File: src/rtl/cal_pkg.sv
package cal_pkg;

  typedef enum logic [1:0] {
    PH_IDLE = 2'd0,
    PH_GATE = 2'd1,
    PH_ACQ  = 2'd2,
    PH_LOCK = 2'd3
  } phase_e;

  // One sample per reference cycle, produced by the datapath
  typedef struct packed {
    logic valid;
    logic aligned;
  } sample_t;

  // Strobes from control to the datapath run counters
  typedef struct packed {
    logic runClr;
    logic lockInc;
    logic lockClr;
    logic missInc;
    logic missClr;
  } ctrl_t;

endpackage

File: src/rtl/cal_edge_sync.sv
module cal_edge_sync #(
  parameter int STAGES = 2
) (
  input  logic clk,
  input  logic rstN,
  input  logic din,
  output logic rise
);
  logic [STAGES:0] chain;

  always_ff @(posedge clk or negedge rstN) begin
    if (!rstN) chain <= '0;
    else       chain <= {chain[STAGES-1:0], din};
  end

  // chain[STAGES-1] is the last synchronizer flop, chain[STAGES] its history
  assign rise = chain[STAGES-1] & ~chain[STAGES];
endmodule

File: src/rtl/cal_datapath.sv
module cal_datapath
  import cal_pkg::*;
#(
  parameter int WIN_W       = 5,
  parameter int CNT_W       = 10,
  parameter int SYNC_STAGES = 2
) (
  input  logic             clk,
  input  logic             rstN,
  input  logic             refClkIn,
  input  logic             fbClkIn,
  input  logic [WIN_W-1:0] windowSet,
  input  logic [CNT_W-1:0] lockCount,
  input  logic [CNT_W-1:0] unlockCount,
  input  ctrl_t            ctrl,
  output sample_t          sample,
  output logic             lockHit,
  output logic             missHit
);
  localparam int DIST_W = WIN_W + 1;   // saturates above any window value

  logic refRise, fbRise;

  cal_edge_sync #(.STAGES(SYNC_STAGES)) u_refSync (
    .clk(clk), .rstN(rstN), .din(refClkIn), .rise(refRise)
  );
  cal_edge_sync #(.STAGES(SYNC_STAGES)) u_fbSync (
    .clk(clk), .rstN(rstN), .din(fbClkIn), .rise(fbRise)
  );

  logic [DIST_W-1:0] sinceFb;
  logic [DIST_W-1:0] afterCnt;
  logic [DIST_W-1:0] winExt;
  logic              pending;
  logic              beforeOk;
  logic              startPending;

  assign winExt   = {1'b0, windowSet};
  // distance to previous feedback edge is sinceFb + 1 unless coincident
  assign beforeOk = fbRise || (sinceFb < winExt);
  assign startPending = refRise && !beforeOk && (windowSet != '0);

  always_comb begin
    sample = '0;
    if (pending) begin
      if (fbRise) begin
        sample.valid   = 1'b1;
        sample.aligned = 1'b1;
      end else if (afterCnt >= winExt) begin
        sample.valid   = 1'b1;
        sample.aligned = 1'b0;
      end
    end
    if (refRise) begin
      if (beforeOk) begin
        sample.valid   = 1'b1;
        sample.aligned = 1'b1;
      end else if (windowSet == '0) begin
        sample.valid   = 1'b1;
        sample.aligned = 1'b0;
      end else begin
        sample.valid   = 1'b0;
        sample.aligned = 1'b0;
      end
    end
  end

  always_ff @(posedge clk or negedge rstN) begin
    if (!rstN) begin
      sinceFb  <= '1;
      afterCnt <= '0;
      pending  <= 1'b0;
    end else begin
      if (fbRise)              sinceFb <= '0;
      else if (sinceFb != '1)  sinceFb <= sinceFb + 1'b1;

      if (startPending) begin
        pending  <= 1'b1;
        afterCnt <= {{(DIST_W-1){1'b0}}, 1'b1};
      end else if (pending) begin
        if (sample.valid) pending <= 1'b0;
        afterCnt <= afterCnt + 1'b1;
      end
    end
  end

  // Run counters with zero-as-one targets
  logic [CNT_W-1:0] lockRun, missRun;
  logic [CNT_W-1:0] effLock, effMiss;

  assign effLock = (lockCount   == '0) ? {{(CNT_W-1){1'b0}}, 1'b1} : lockCount;
  assign effMiss = (unlockCount == '0) ? {{(CNT_W-1){1'b0}}, 1'b1} : unlockCount;
  assign lockHit = lockRun >= (effLock - 1'b1);
  assign missHit = missRun >= (effMiss - 1'b1);

  always_ff @(posedge clk or negedge rstN) begin
    if (!rstN) begin
      lockRun <= '0;
      missRun <= '0;
    end else if (ctrl.runClr) begin
      lockRun <= '0;
      missRun <= '0;
    end else begin
      if (ctrl.lockClr)      lockRun <= '0;
      else if (ctrl.lockInc) lockRun <= lockRun + 1'b1;
      if (ctrl.missClr)      missRun <= '0;
      else if (ctrl.missInc) missRun <= missRun + 1'b1;
    end
  end
endmodule

File: src/rtl/cal_control.sv
module cal_control
  import cal_pkg::*;
(
  input  logic    clk,
  input  logic    rstN,
  input  logic    enable,
  input  logic    gateWaitEn,
  input  logic    startGate,
  input  sample_t sample,
  input  logic    lockHit,
  input  logic    missHit,
  output ctrl_t   ctrl,
  output phase_e  state
);
  phase_e nextState;

  always_comb begin
    nextState = state;
    ctrl      = '0;
    if (!enable) begin
      nextState   = PH_IDLE;
      ctrl.runClr = 1'b1;
    end else begin
      case (state)
        PH_IDLE: begin
          ctrl.runClr = 1'b1;
          nextState   = gateWaitEn ? PH_GATE : PH_ACQ;
        end
        PH_GATE: begin
          ctrl.runClr = 1'b1;
          if (startGate) nextState = PH_ACQ;
        end
        PH_ACQ: begin
          if (sample.valid) begin
            if (!sample.aligned) begin
              ctrl.lockClr = 1'b1;
            end else if (lockHit) begin
              nextState   = PH_LOCK;
              ctrl.runClr = 1'b1;
            end else begin
              ctrl.lockInc = 1'b1;
            end
          end
        end
        PH_LOCK: begin
          if (sample.valid) begin
            if (sample.aligned) begin
              ctrl.missClr = 1'b1;
            end else if (missHit) begin
              nextState   = PH_ACQ;
              ctrl.runClr = 1'b1;
            end else begin
              ctrl.missInc = 1'b1;
            end
          end
        end
        default: nextState = PH_IDLE;
      endcase
    end
  end

  always_ff @(posedge clk or negedge rstN) begin
    if (!rstN) state <= PH_IDLE;
    else       state <= nextState;
  end
endmodule

File: src/rtl/clk_align_lock.sv
module clk_align_lock
  import cal_pkg::*;
#(
  parameter int WIN_W       = 5,
  parameter int CNT_W       = 10,
  parameter int SYNC_STAGES = 2
) (
  input  logic             clk,
  input  logic             rstN,
  input  logic             enable,
  input  logic             gateWaitEn,
  input  logic             startGate,
  input  logic             refClkIn,
  input  logic             fbClkIn,
  input  logic [WIN_W-1:0] windowSet,
  input  logic [CNT_W-1:0] lockCount,
  input  logic [CNT_W-1:0] unlockCount,
  output logic             locked,
  output logic [1:0]       phase
);
  sample_t sample;
  ctrl_t   ctrl;
  logic    lockHit, missHit;
  phase_e  state;

  cal_datapath #(.WIN_W(WIN_W), .CNT_W(CNT_W), .SYNC_STAGES(SYNC_STAGES)) u_dp (
    .clk(clk), .rstN(rstN), .refClkIn(refClkIn), .fbClkIn(fbClkIn),
    .windowSet(windowSet), .lockCount(lockCount), .unlockCount(unlockCount),
    .ctrl(ctrl), .sample(sample), .lockHit(lockHit), .missHit(missHit)
  );

  cal_control u_ctl (
    .clk(clk), .rstN(rstN), .enable(enable), .gateWaitEn(gateWaitEn),
    .startGate(startGate), .sample(sample), .lockHit(lockHit),
    .missHit(missHit), .ctrl(ctrl), .state(state)
  );

  assign locked = (state == PH_LOCK) && enable;
  assign phase  = state;
endmodule

File: config.mk
export PLATFORM = sky130hd
export DESIGN_NAME = clk_align_lock
export DESIGN_NICKNAME = d
export VERILOG_FILES = /design/src/rtl/cal_pkg.sv /design/src/rtl/cal_edge_sync.sv /design/src/rtl/cal_datapath.sv /design/src/rtl/cal_control.sv /design/src/rtl/clk_align_lock.sv
export SDC_FILE = /design/constraint.sdc
export NUM_CORES = 1
export LEC_CHECK = 0
export BUFFER_PORTS_ARGS = -buffer_cell sky130_fd_sc_hd__buf_2
export CAP_MARGIN = 20
export CORE_ASPECT_RATIO = 0.75
export CORE_MARGIN = 2
export CORE_UTILIZATION = 53
export DETAILED_ROUTE_END_ITERATION = 10
export GPL_TIMING_DRIVEN = 0
export PLACE_DENSITY = 0.78
export SLEW_MARGIN = 15
export SYNTH_ARGS = -nofsm -noshare
export SYNTH_HDL_FRONTEND = slang
export SYNTH_SLANG_ARGS = --single-unit
File: constraint.sdc
create_clock -name clk -period 2.4 [get_ports clk]
set_input_delay 0.72 -clock clk [delete_from_list [all_inputs] [get_ports clk]]
set_output_delay 0.72 -clock clk [all_outputs]
set_load 0.03 [all_outputs]
; Word level (Yosys, flattened, before mapping)
; Index checks and enable logic that the tools add are counted.
; W data, S select, Z words.
[classes]
addsub = 6
order_cmp = 4
eq_ne = 11
n_mux = 48
bitwise_logic = 4
reduce_logical = 16
[op_table]
columns = operator, count
row1 = $mux W10, 8
row2 = $mux W2, 19
row3 = $mux W6, 4
row4 = $add A10 B1 Y10 const B, 2
row5 = $ge A10 B10 Y1, 2
row6 = $logic_not A10 Y1, 2
row7 = $sub A10 B1 Y10 const B, 2
row8 = $ne A3 B3 Y1 const B, 6
row9 = $mux W1, 13
row10 = $add A6 B1 Y6 const B, 2
row11 = $pmux W2 S4, 1
row12 = $reduce_and A7 Y1, 1
row13 = $ge A6 B5 Y1, 1
row14 = $lt A6 B5 Y1, 1
row15 = $ne A6 B6 Y1 const B, 1
row16 = $reduce_bool A3 Y1, 2
row17 = $logic_not A5 Y1, 1
row18 = $reduce_bool A5 Y1, 1
row19 = $eq A2 B2 Y1 const B, 2
row20 = $mux W4, 1
row21 = $reduce_bool A2 Y1, 2
row22 = $logic_and A1 B1 Y1, 3
row23 = $mux W3, 1
row24 = $ne A3 B2 Y1 const B, 1
row25 = 8 further kinds, 10
[totals]
ff_bits = 41
in_bits = 32
out_inout_bits = 3
wordCells = 97

; Depth between registers and ports, before layout
[depth]
word_depth = 12
ltp_mapped = 16
mapped_depth_nobuf = 16

; Cells and area by module
; From an unflattened synthesis, not the netlist that was laid out.
[hier_totals]
cells_unflattened = 315
area_unflattened_um2 = 2956.6
[by_module_without_submodules]
columns = mod, instances, cells_each, area_each_um2, seq_area_each_um2
row1 = cal_datapath, 1, 284, 2591.2, 833.3
row2 = cal_control, 1, 22, 181.4, 50.0
row3 = cal_edge_sync, 2, 4, 88.8, 75.1
row4 = clk_align_lock, 1, 1, 6.3, 0.0

; Worst setup path before layout
; No wires, ideal clock.
[synth_timing]
path_kind = in2reg
from = in lockCount[3]
to = reg u_dp.lockRun[5]
setup_time_ps = 84
arrival_ps = 4080
required_time_ps = 2316
slack_ps = -1764
path_stages = 16
path_buffers = 0
cell_sequence = or4_1 > nor4_1 > nor2b_1 > a21oi_1 > ha_1 > inv_1 > or4_1 > xor2_1 > ha_1 > o21a_1 > a21oi_1 > o41ai_1 > o211ai_2 > nand3_4 > or4_1 > a21oi_1
[synth_via]
elab_chain_len = 10
elab_cells_between_ends = 14
cone_classes = 1 x add/sub / 1 x order compare / 10 x mux / 2 x reduce/logical
[synth_lines]
columns = item, line
row1 = "start, declared", clk_align_lock.sv:16  ; input logic [CNT_W-1:0] lockCount,
row2 = $logic_not A10 Y1, cal_datapath.sv:91  ; assign effLock = (lockCount == '0) ? {{(CNT_W-1){1'b0}}, 1'b1} : lockCount;
row3 = $mux W10 (*), cal_datapath.sv:91
row4 = $sub A10 B1 Y10 (*), cal_datapath.sv:93  ; assign lockHit = lockRun >= (effLock - 1'b1);
row5 = $ge A10 B10 Y1 (*), cal_datapath.sv:93
row6 = $mux W1, cal_control.sv:37  ; end else if (lockHit) begin
row7 = $mux W2 (*), cal_control.sv:35  ; if (!sample.aligned) begin
row8 = $mux W3 (*), cal_control.sv:34  ; if (sample.valid) begin
row9 = $pmux W1 S3 / $mux W2 (equally long branches), cal_control.sv:24  ; case (state)
row10 = $mux W1 / $mux W4 (equally long branches), cal_control.sv:20  ; if (!enable) begin
row11 = $reduce_bool A3 Y1 (no source line) / $mux W10 (equally long branches), --
row12 = "end signal, assigned", cal_datapath.sv:105  ; else if (ctrl.lockInc) lockRun <= lockRun + 1'b1;
row13 = "end, declared", cal_datapath.sv:88  ; logic [CNT_W-1:0] lockRun, missRun;
; Every way passes the cells marked *; elsewhere a longest branch is shown, timed or not.
; A chain may end at the register's enable or synchronous reset.

; Worst setup path in the final report
[layout_timing]
from = in lockCount[2]
to = reg u_dp.missRun[9]
[layout_via]
elab_chain_len = 10
elab_cells_between_ends = 11
cone_classes = 1 x add/sub / 1 x order compare / 7 x mux / 2 x reduce/logical
[layout_lines]
columns = item, line
row1 = $logic_not A10 Y1, cal_datapath.sv:91
row2 = $mux W10 (*), cal_datapath.sv:91
row3 = $sub A10 B1 Y10 (*), cal_datapath.sv:93
row4 = $ge A10 B10 Y1 (*), cal_datapath.sv:93
row5 = $mux W1 (*), cal_control.sv:37
row6 = $mux W2 (*), cal_control.sv:35
row7 = $mux W3 (*), cal_control.sv:34
row8 = $pmux W1 S3 (*), cal_control.sv:24
row9 = $mux W1 (*), cal_control.sv:20
row10 = $reduce_bool A3 Y1 (no source line) / $mux W10 (equally long branches), --
row11 = "end signal, assigned", cal_datapath.sv:107  ; else if (ctrl.missInc) missRun <= missRun + 1'b1;
row12 = "end, declared", cal_datapath.sv:88
; Marked as above.

==> impl_metrics.tcl <==
set metrics [dict create \
    synthesis.nets 401 \
    drv_slew 0 \
    setup_slack_ps -1600 \
    yosysSeqAreaShare_pct 34.6 \
    ant_nets 0 \
    track_usage_pct 23.3 \
    yosysTopAreaCell "dfrtp_1" \
    start_kind "primary input" \
    vias 2788 \
    avgRoutedWirePerCell_um 15.8 \
    cts_hold_repair.buffers 0 \
    worst-path-max-fanout 8 \
    cts_made_buffers 5 \
    relSlewSlack_pct 38.3 \
    cts_max_level 2 \
    diodes 0 \
    die_h_um 69.1 \
    drt_iter0_markers 142 \
    drv_cap 0 \
    ys_ff_latch 41 \
    critPathKind "primary input to flop" \
    peakVddDrop_mv 0.344 \
    crit_start "lockCount[2]" \
    power_leakage_nw 1.69 \
    place_ws_ps -2070 \
    gr-total-overflow 0 \
    clockRootBuffer "clkbuf_8" \
    io_buffers 34 \
    clock_latency_ps 300 \
    cts.sinks 41 \
    synthTopCellsByArea "dfrtp_1 29%, ha_1 15%, dfstp_2 5.3%, nor2_1 4.6%, xor2_1 4.4%" \
    crit_path_end_kind "flop" \
    areaGrowthSynthToFinish_pct 26.8 \
    synth_top_area_share_pct 29.3 \
    grt_max_degree 42 \
    async_flop_share_pct 100 \
    powerDensity_nw_per_um2 562 \
    cts_tree "yes" \
    drc 0 \
    design_area_um2 3790 \
    synth_edf_count 0 \
    coreArea_um2 5380 \
    initial_core_util_pct 55.6 \
    wl_um 7410 \
    fin_nets 461 \
    grt_first_pass_wirelength_um 12100 \
    min-delay-start "u_dp.u_fbSync.chain[0]" \
    die_area_um2 6270 \
    fmax_ghz 0.250 \
    netlist_instances 334 \
    synthesis.area_um2 2990 \
    grt_pass1_vias 2654 \
    num_rows 23 \
    cts.path.max_buffers 2 \
    drive_gt1_share_pct 27.1 \
    yosysWarnings 0 \
    ff2ff_setup_slack_ps -460 \
    path_clk_slew_ps 90 \
    ys_types 46 \
    violations "setup timing" \
    finalCritPeriodShare_pct 167 \
    vias_per_cell 5.93 \
    firstDrtPassIters 5 \
    hp-class "flop to flop" \
    gp_congestion 0.796 \
    hpwl_um 5080 \
    synthFlopType "dfrtp_1" \
    pin_count 35 \
    worst_ep_required_time_ps 2580 \
    antenna_found_initial 0 \
    r2r_start "u_dp.sinceFb[4]" \
    final_hold_viol_count 0 \
    syn_avg_cell_area_um2 8.95 \
    layout_min_cycle_time_ps 4000 \
    die_width_um 90.7 \
    setup_violations 21 \
    tightest_slew_ps 926 \
    finalClockSkew_ps 11.9 \
    place_area_um2 3330 \
    crit_arrival_ps 4180 \
    grt_setup_unrepaired "yes" \
    status "finished, violations left" \
]
## logic make-up (layout without fill, tap and decap cells)
| family | after synthesis | in the layout | synth area share (%) |
|---|---|---|---|
| AOI/OAI and AO/OA | 75 | 75 | 16.3 |
| xor gates and xnor gates | 28 | 28 | 8.20 |
| adders and majority gates | 35 | 35 | 14.6 |
| buffers and inverters | 22 | 83 | 2.80 |
| DFF | 41 | 41 | 34.6 |
| muxes | 3 | 3 | 1.00 |
| and+or+nand+nor | 130 | 130 | 22.5 |
## path summary, 6_finish.rpt
check                                     endpoint  cells past startpoint
max reg2reg                        u_dp.missRun[2]                      8
max                                u_dp.missRun[9]                     18
min reg2reg                 u_dp.u_fbSync.chain[1]                      0
max in group asynchronous          u_dp.lockRun[2]                      1
min                         u_dp.u_fbSync.chain[1]                      0
min in group asynchronous  u_dp.u_refSync.chain[1]                      1
## synth_stat cells, drive strengths merged, types with 6 or more instances
master  instances
dfrtp          35
nor2           37
nand4          13
ha             35
o21ai          16
inv            18
nand2          21
nand2b          6
xor2           15
a21oi          25
xnor2          13
nor3            6
dfstp           6
nand3          11
or3             6
## power breakdown
group          internal (mW)  leakage (nW)  switching, mW
clock                  0.419        0.0687          0.261
combinational          0.239          1.10          0.320
sequential             0.791         0.524          0.100
## stage by stage
step                power [mW]  utilization, %  std cells  hold WS [ps]  setup TNS [ps]
floorplan                 1.24               -        334           331          -27950
global placement          1.37            61.9        443           333          -37420
detailed placement        1.41            61.9        443           341          -39140
CTS                       2.11            66.6        459           355          -28270
global route              2.26            70.5        470           365          -35050
finish                    2.13            70.5        470           357          -32130
## timing repair
action	CTS	global route
pin swaps	11	20
gates resized for setup	10	24
buffers inserted	8	11
setup endpoints to repair	21	21
## area by class of cell
cell class / count / area [um2]
Multi-Input combinational cell: 271 / 2090
Fill cell: 406 / 1590
Sequential cell: 41 / 1030
Timing Repair Buffer: 53 / 353
Tap cell: 75 / 93.8
Clock buffer: 5 / 68.8
Clock inverter: 3 / 68.8
Inverter: 18 / 67.6
Buffer: 4 / 16.3
## sequential cells by signal, indices dropped and copies added (netlist names)
signal,flops
u_dp.sinceFb,6
u_dp.pending,1
u_dp.u_fbSync.chain,3
u_ctl.state,2
u_dp.missRun,10
u_dp.lockRun,10
u_dp.afterCnt,6
u_dp.u_refSync.chain,3
## worst max-delay path: stages
cell and delay, ps:
buf_8 100, or4_4 550, nor4_4 240, nor2b_4 210
a21oi_2 80, ha_2 200, inv_2 60, nor2_1 70
xnor2_1 160, ha_2 330, nand4_1 180, buf_4 200
nor2_1 270, o211a_1 260, buf_6 120, nor2_4 50
o22ai_4 280, nor2b_1 100
## routing by layer
metal  wire [um]  GRT usage (%)  vias to the layer above  share of wire [%]
met1        3240           32.7                     1345                 44
met5           0              0                        -                  0
li1            -              -                     1333                  -
met3         441           4.04                       17                5.9
met4         117           4.27                        0                1.6
met2        3610           38.3                       93                 49
## cells in the final DEF, fill, tap and decap left out, types with 6 or more instances in the layout
cell type / Yosys / final
a21oi_1: 25 / 14
a21oi_2: 0 / 9
buf_2: 1 / 33
buf_4: 0 / 15
dfrtp_1: 35 / 35
dfstp_2: 6 / 6
ha_1: 35 / 32
inv_1: 18 / 17
nand2_1: 21 / 21
nand2b_1: 6 / 6
nand3_1: 10 / 10
nand4_1: 13 / 13
nor2_1: 37 / 35
o21ai_0: 16 / 14
xnor2_1: 13 / 13
xor2_1: 15 / 14
(Power assumes the default switching activity.)
